$ cat config.mk
export PLATFORM = sky130hd
export DESIGN_NAME = irq_ack_resolver
export DESIGN_NICKNAME = d
export VERILOG_FILES = /design/src/rtl/irq_ack_pkg.sv /design/src/rtl/irq_ack_ctrl.sv /design/src/rtl/irq_ack_arb.sv /design/src/rtl/irq_ack_dp.sv /design/src/rtl/irq_ack_resolver.sv
export SDC_FILE = /design/constraint.sdc
export NUM_CORES = 1
export LEC_CHECK = 0
export BUFFER_PORTS_ARGS = -buffer_cell sky130_fd_sc_hd__buf_2
export CAP_MARGIN = 0
export CORE_UTILIZATION = 51
export CTS_BUF_LIST = sky130_fd_sc_hd__clkbuf_2 sky130_fd_sc_hd__clkbuf_4 sky130_fd_sc_hd__clkbuf_8
export DETAILED_ROUTE_END_ITERATION = 6
export GPL_TIMING_DRIVEN = 0
export PLACE_DENSITY = 0.93
export SKIP_LAST_GASP = 1
export SYNTH_ARGS = -nofsm -noshare
export SYNTH_HDL_FRONTEND = slang
export SYNTH_SLANG_ARGS = --single-unit
$ cat constraint.sdc
create_clock -name clk -period 20.8 [get_ports clk]
set_input_delay 4.16 -clock clk [delete_from_list [all_inputs] [get_ports clk]]
set_output_delay 4.16 -clock clk [all_outputs]
set_load 0.01 [all_outputs]
$ cat src/rtl/irq_ack_pkg.sv
package irq_ack_pkg;
  localparam int LVL_W    = 3;
  localparam int PRI_W    = 3;
  localparam int KEY_W    = LVL_W + PRI_W;
  localparam int NUM_CTRL = 2;

  // strobes from the address decoder to the datapath
  typedef struct packed {
    logic             load;    // any read: capture read data
    logic             swRead;  // per-controller software acknowledge
    logic             swSel;   // which controller
    logic             lvlRead; // per-level acknowledge across controllers
    logic [LVL_W-1:0] lvlSel;  // level being read
  } ackStrobe_t;
endpackage

$ cat src/rtl/irq_ack_ctrl.sv
module irq_ack_ctrl
  import irq_ack_pkg::*;
(
  input  logic           rdStrobe,
  input  logic [LVL_W:0] rdAddr,
  output ackStrobe_t     strobe
);
  always_comb begin
    strobe        = '0;
    strobe.lvlSel = rdAddr[LVL_W-1:0];
    if (rdStrobe) begin
      strobe.load = 1'b1;
      if (rdAddr[LVL_W]) begin
        strobe.lvlRead = (rdAddr[LVL_W-1:0] != '0);
      end else if (rdAddr[LVL_W-1:1] == '0) begin
        strobe.swRead = 1'b1;
        strobe.swSel  = rdAddr[0];
      end
    end
  end
endmodule

$ cat src/rtl/irq_ack_arb.sv
module irq_ack_arb
  import irq_ack_pkg::*;
#(
  parameter int NUM_SRC = 8,
  parameter int VEC_W   = 8
) (
  input  logic [NUM_SRC-1:0]       pend,
  input  logic [NUM_SRC-1:0]       mask,
  input  logic [NUM_SRC*LVL_W-1:0] level,
  input  logic [NUM_SRC*PRI_W-1:0] prio,
  input  logic [NUM_SRC*VEC_W-1:0] vec,
  input  logic                     filtEn,
  input  logic [LVL_W-1:0]         filtLvl,
  output logic                     found,
  output logic [KEY_W-1:0]         bestKey,
  output logic [VEC_W-1:0]         bestVec
);
  logic [NUM_SRC-1:0] cand;

  always_comb begin
    for (int i = 0; i < NUM_SRC; i++) begin
      cand[i] = pend[i] && !mask[i] && (level[i*LVL_W +: LVL_W] != '0) &&
                (!filtEn || (level[i*LVL_W +: LVL_W] == filtLvl));
    end
  end

  // strict compare keeps the lowest index on equal keys
  always_comb begin
    found   = 1'b0;
    bestKey = '0;
    bestVec = '0;
    for (int i = 0; i < NUM_SRC; i++) begin
      if (cand[i] && (!found ||
          {level[i*LVL_W +: LVL_W], prio[i*PRI_W +: PRI_W]} > bestKey)) begin
        found   = 1'b1;
        bestKey = {level[i*LVL_W +: LVL_W], prio[i*PRI_W +: PRI_W]};
        bestVec = vec[i*VEC_W +: VEC_W];
      end
    end
  end
endmodule

$ cat src/rtl/irq_ack_dp.sv
module irq_ack_dp
  import irq_ack_pkg::*;
#(
  parameter int NUM_SRC = 8,
  parameter int VEC_W   = 8
) (
  input  logic                                clk,
  input  logic                                rstN,
  input  ackStrobe_t                          strobe,
  input  logic [NUM_CTRL*NUM_SRC-1:0]         srcPend,
  input  logic [NUM_CTRL*NUM_SRC-1:0]         srcMask,
  input  logic [NUM_CTRL*NUM_SRC*LVL_W-1:0]   srcLevel,
  input  logic [NUM_CTRL*NUM_SRC*PRI_W-1:0]   srcPrio,
  input  logic [NUM_CTRL*NUM_SRC*VEC_W-1:0]   srcVec,
  output logic [VEC_W-1:0]                    rdData,
  output logic [NUM_CTRL*KEY_W-1:0]           recFlat
);
  logic [NUM_CTRL-1:0] found;
  logic [KEY_W-1:0]    key [NUM_CTRL];
  logic [VEC_W-1:0]    vec [NUM_CTRL];
  logic [VEC_W-1:0]    nextData;

  for (genvar c = 0; c < NUM_CTRL; c++) begin : g_ctrl
    irq_ack_arb #(.NUM_SRC(NUM_SRC), .VEC_W(VEC_W)) u_arb (
      .pend    (srcPend [c*NUM_SRC       +: NUM_SRC]),
      .mask    (srcMask [c*NUM_SRC       +: NUM_SRC]),
      .level   (srcLevel[c*NUM_SRC*LVL_W +: NUM_SRC*LVL_W]),
      .prio    (srcPrio [c*NUM_SRC*PRI_W +: NUM_SRC*PRI_W]),
      .vec     (srcVec  [c*NUM_SRC*VEC_W +: NUM_SRC*VEC_W]),
      .filtEn  (strobe.lvlRead),
      .filtLvl (strobe.lvlSel),
      .found   (found[c]),
      .bestKey (key[c]),
      .bestVec (vec[c])
    );
  end

  always_comb begin
    nextData = '0;
    if (strobe.swRead) begin
      nextData = found[strobe.swSel] ? vec[strobe.swSel] : '0;
    end else if (strobe.lvlRead) begin
      // controller 1 takes over only with a strictly larger key
      if (found[1] && (!found[0] || key[1] > key[0])) nextData = vec[1];
      else if (found[0])                               nextData = vec[0];
    end
  end

  always_ff @(posedge clk) begin
    if (!rstN) begin
      rdData  <= '0;
      recFlat <= '0;
    end else begin
      if (strobe.load) rdData <= nextData;
      for (int c = 0; c < NUM_CTRL; c++) begin
        if (strobe.swRead && (int'(strobe.swSel) == c)) begin
          recFlat[c*KEY_W +: KEY_W] <= found[c] ? key[c] : '0;
        end
      end
    end
  end
endmodule

$ cat src/rtl/irq_ack_resolver.sv
module irq_ack_resolver
  import irq_ack_pkg::*;
#(
  parameter int NUM_SRC = 8,
  parameter int VEC_W   = 8
) (
  input  logic                              clk,
  input  logic                              rstN,
  input  logic                              rdStrobe,
  input  logic [LVL_W:0]                    rdAddr,
  input  logic [NUM_CTRL*NUM_SRC-1:0]       srcPend,
  input  logic [NUM_CTRL*NUM_SRC-1:0]       srcMask,
  input  logic [NUM_CTRL*NUM_SRC*LVL_W-1:0] srcLevel,
  input  logic [NUM_CTRL*NUM_SRC*PRI_W-1:0] srcPrio,
  input  logic [NUM_CTRL*NUM_SRC*VEC_W-1:0] srcVec,
  output logic [VEC_W-1:0]                  rdData,
  output logic [KEY_W-1:0]                  ackRec0,
  output logic [KEY_W-1:0]                  ackRec1
);
  ackStrobe_t                strobe;
  logic [NUM_CTRL*KEY_W-1:0] recFlat;

  irq_ack_ctrl u_ctrl (
    .rdStrobe (rdStrobe),
    .rdAddr   (rdAddr),
    .strobe   (strobe)
  );

  irq_ack_dp #(.NUM_SRC(NUM_SRC), .VEC_W(VEC_W)) u_dp (
    .clk      (clk),
    .rstN     (rstN),
    .strobe   (strobe),
    .srcPend  (srcPend),
    .srcMask  (srcMask),
    .srcLevel (srcLevel),
    .srcPrio  (srcPrio),
    .srcVec   (srcVec),
    .rdData   (rdData),
    .recFlat  (recFlat)
  );

  assign ackRec0 = recFlat[0     +: KEY_W];
  assign ackRec1 = recFlat[KEY_W +: KEY_W];
endmodule

==> results.tsv <==
stage	metric	value	unit
status	status	completed	
drt	Remaining DRCs	0	
timing	Tightest Pin Transition	854.9	ps
cells_and_area	Finished Layout Cells	1370	
floorplan	Core ar.	12670	sq um
power_and_ir_drop	worst vdd ir	0.03043	mV
worst_setup_path	RR Startpoint	u_dp.rdData[5]	
power_and_ir_drop	Leak	3.807	nW
worst_setup_path	R2R depth	4	
power_and_ir_drop	pwr dens	44.84	nW/um^2
hold_path	Hold Path Stages	2	
timing	Setup Skew	0	ps
drt	Initial DRC Count	868	
clock_tree	root buf cell	clkbuf_8	
timing	final hold viol count	0	
cells_and_area	layout cells sized above 1	30.88	%
floorplan	die footprint	13470	sq um
logic_synthesis	Synthesized Nets	1267	
clock_tree	later-pin clock latency in the skew report	270	ps
drt	Avg WL per Cell	19.63	microns
timing	post-layout min period	19820	ps
worst_setup_path	WS Path Type	primary input to register	
timing	Final TNS setup	0	ps
drt	drt via density	6.488	
clock_tree	clock transition at the registers of the reported paths	90	ps
worst_setup_path	Critical Path RT	20990	ps
global_routing	total gr overflow	0	
logic_synthesis	Synth area leader	ha_1	
hold_path	Hold Crit Class	register to register	
global_routing	global-route wire length before repair	41.08	mm
placement	DP HPWL	22.73	mm
placement	total placed cells including tap cells	1366	
logic_synthesis	sequential area share after synthesis	6.035	%
floorplan	num ports	283	
logic_synthesis	synth top area cells	ha_1 17%, dfxtp_1 6.0%, nand2_1 5.0%, xnor2_1 3.8%, a21oi_1 3.8%	
cells_and_area	area delta synth->final	25.78	%
worst_setup_path	Crit. End Element	register	
worst_setup_path	worst reg2reg path endpoint	u_dp.rdData[5]	
drt	First-pass DRT Iterations	7	
logic_synthesis	predominant post-synthesis flop cell	dfxtp_1	
logic_synthesis	post-synthesis register bit count	20	
cells_and_area	commonest non-fill, non-tap cell in the layout	buf_2	
logic_synthesis	EDFF count, synth	0	
clock_tree	number of buffers created by CTS	3	
drt	wirelength, routed	26.89	mm
hold_path	worst hold path endpoint	u_dp.recFlat[10]	
drt	via count	8888	
logic_synthesis	Mapped Area	6634	sq um
worst_setup_path	startpoint types	primary input	
timing	max-slew violation count	0	
logic_synthesis	Avg Cell Area, Syn	7.258	sq um
clock_tree	CTS max path bufs	2	
global_routing	largest net degree at the start of global routing	13	
hold_path	hold_sp	u_dp.recFlat[10]	
drt	Final ANT Viol Nets	0	
clock_tree	htree depth	1	
placement	port bufs	280	
worst_setup_path	Worst Path Buf+Inv	10	
timing	Slew HR	42.56	%
logic_synthesis	asr flop ratio synth	0	%
cells_and_area	Nets	1552	
worst_setup_path	Crit Path Max Fanout	19	
timing	fmax	50.44	MHz
worst_setup_path	Worst EP arrival	20010	ps
clock_tree	hold buffers post-CTS	0	
worst_setup_path	R2R setup slack	19510	ps
global_routing	antenna violations before repair	0	
logic_synthesis	synthesized instance count	914	
floorplan	Die Y	116.1	microns
flow_run	Max Cap Viol	0	
placement	GP Congestion	1.017	
clock_tree	clk sinks	20	
worst_setup_path	Max stage delay cell, worst path	o311ai_4	
global_routing	GR Util All Layers	39.46	%
floorplan	floorplan row count	41	
floorplan	Die Width	116.1	microns
floorplan	Initial Util	52.36	%
clock_tree	CTS tree	done	
timing	setup violators final	0	
logic_synthesis	number of warnings issued by yosys	0	
logic_synthesis	Unique masters post-synth	75	
worst_setup_path	Crit path largest cell delay	430	ps
worst_setup_path	Crit path max-delay family	compound AO/OA/AOI/OAI gates	
timing	unrepaired setup endpoints after global routing	no	
timing	crit share post-route	95.31	%
cells_and_area	antenna fix cells	0	
logic_synthesis	top cell type's share of synthesized area	16.97	%
cells_and_area	most frequent cells in the layout	298 x buf_2, 90 x ha_1, 87 x nand2_1	
global_routing	vias in the first global route	8272	
timing	Hold Slack	547.6	ps
power breakdown:
part	switching (mW)	leakage, nW	internal [mW]
Clock	0.0154	0.0357	0.0258
Sequential	0.00339	0.162	0.0414
Combinational	0.164	3.61	0.124
Total	0.183	3.81	0.192
cell type report:
cell class                      instances  area, sq um
Multi-Input combinational cell        788         5778
Fill cell                            1156         4327
Timing Repair Buffer                  282         1416
Sequential cell                        20        400.4
Buffer                                 50        260.3
Tap cell                              172        215.2
Inverter                               54        202.7
Clock buffer                            3        41.29
Clock inverter                          1        30.03
what timing repair did:
action                     in CTS  in global routing
buffers inserted                0                  2
gates resized for setup         0                 12
setup endpoints to repair       0                  8
sequential cells by signal, indices dropped and copies added (netlist names):
register and count:
u_dp.recFlat 12, u_dp.rdData 8
worst max-delay path by stage:
stage	end	depth (start not counted)	start
CTS	u_dp.rdData[1]	75	rdAddr[0]
floorplan	u_dp.rdData[0]	76	rdAddr[0]
finish	u_dp.rdData[6]	74	rdAddr[2]
global placement	u_dp.rdData[1]	75	rdAddr[0]
detailed placement	u_dp.rdData[1]	75	rdAddr[0]
global route	u_dp.rdData[3]	74	rdAddr[2]
cells in the mapped netlist, types with 6 or more instances:
cell type / instances
o221ai_1: 8
ha_1: 90
o2bb2ai_1: 6
nand3_1: 22
dfxtp_1: 20
buf_4: 6
a21boi_0: 6
buf_2: 18
o2111ai_1: 7
o31ai_1: 6
a311oi_1: 7
o22ai_1: 17
mux2_2: 12
o211ai_1: 13
xor2_1: 9
nand2b_1: 19
a221oi_1: 8
o21ai_0: 29
xnor2_1: 29
a31oi_1: 17
or2_2: 12
o21a_1: 23
a211oi_1: 10
a21o_1: 17
a21oi_1: 50
a22o_1: 8
nor2_1: 53
a222oi_1: 11
nor2b_1: 12
nand2_1: 88
o21ai_1: 7
o32ai_1: 14
inv_1: 54
a22oi_1: 27
clkbuf_1: 20
and2_1: 15
nor3_1: 32
nand4_1: 15
a221o_1: 10
o21bai_1: 6
layer usage:
layer | vias to the layer above | routed length, microns | GRT usage (%) | part of all wire [%]
met4 | 0 | 1430 | 20.94 | 5.3
li1 | 4139 | - | - | -
met3 | 112 | 2769 | 7.061 | 10
met5 | - | 0 | 0 | 0
met2 | 575 | 12370 | 67.26 | 46
met1 | 4062 | 10320 | 47.09 | 38
worst reg2reg max path, cell delays in order, from the launching register on:
cell      delay [ps]
dfxtp_1          350
o221a_2          280
a21boi_0         130
a221oi_1         300
nand4_1          110
cells by family after synthesis:
family | after synthesis | share of synthesized area (%)
XOR/XNOR | 38 | 5.017
adder cells (fa/ha/maj) | 90 | 16.97
buffers and inverters | 106 | 7.016
AND/OR/NAND/NOR | 298 | 23.07
multiplexers | 15 | 2.490
AO/OA/AOI/OAI | 347 | 39.40
flip-flops | 20 | 6.035
stage by stage:
step / total power, mW / setup slack (ps) / area, sq um / utilization (%)
2_1_floorplan: 0.2337 / 2950 / 6634 / -
3_3_place_gp: 0.3184 / 412.1 / 8250 / 65.11
3_5_place_dp: 0.3258 / 141.7 / 8250 / 65.11
4_1_cts: 0.3676 / 383.0 / 8322 / 65.68
5_1_grt: 0.4070 / 50.63 / 8344 / 65.85
6_report: 0.3741 / 976.4 / 8344 / 65.85
No activity file was read; power rests on OpenSTA's default activity.
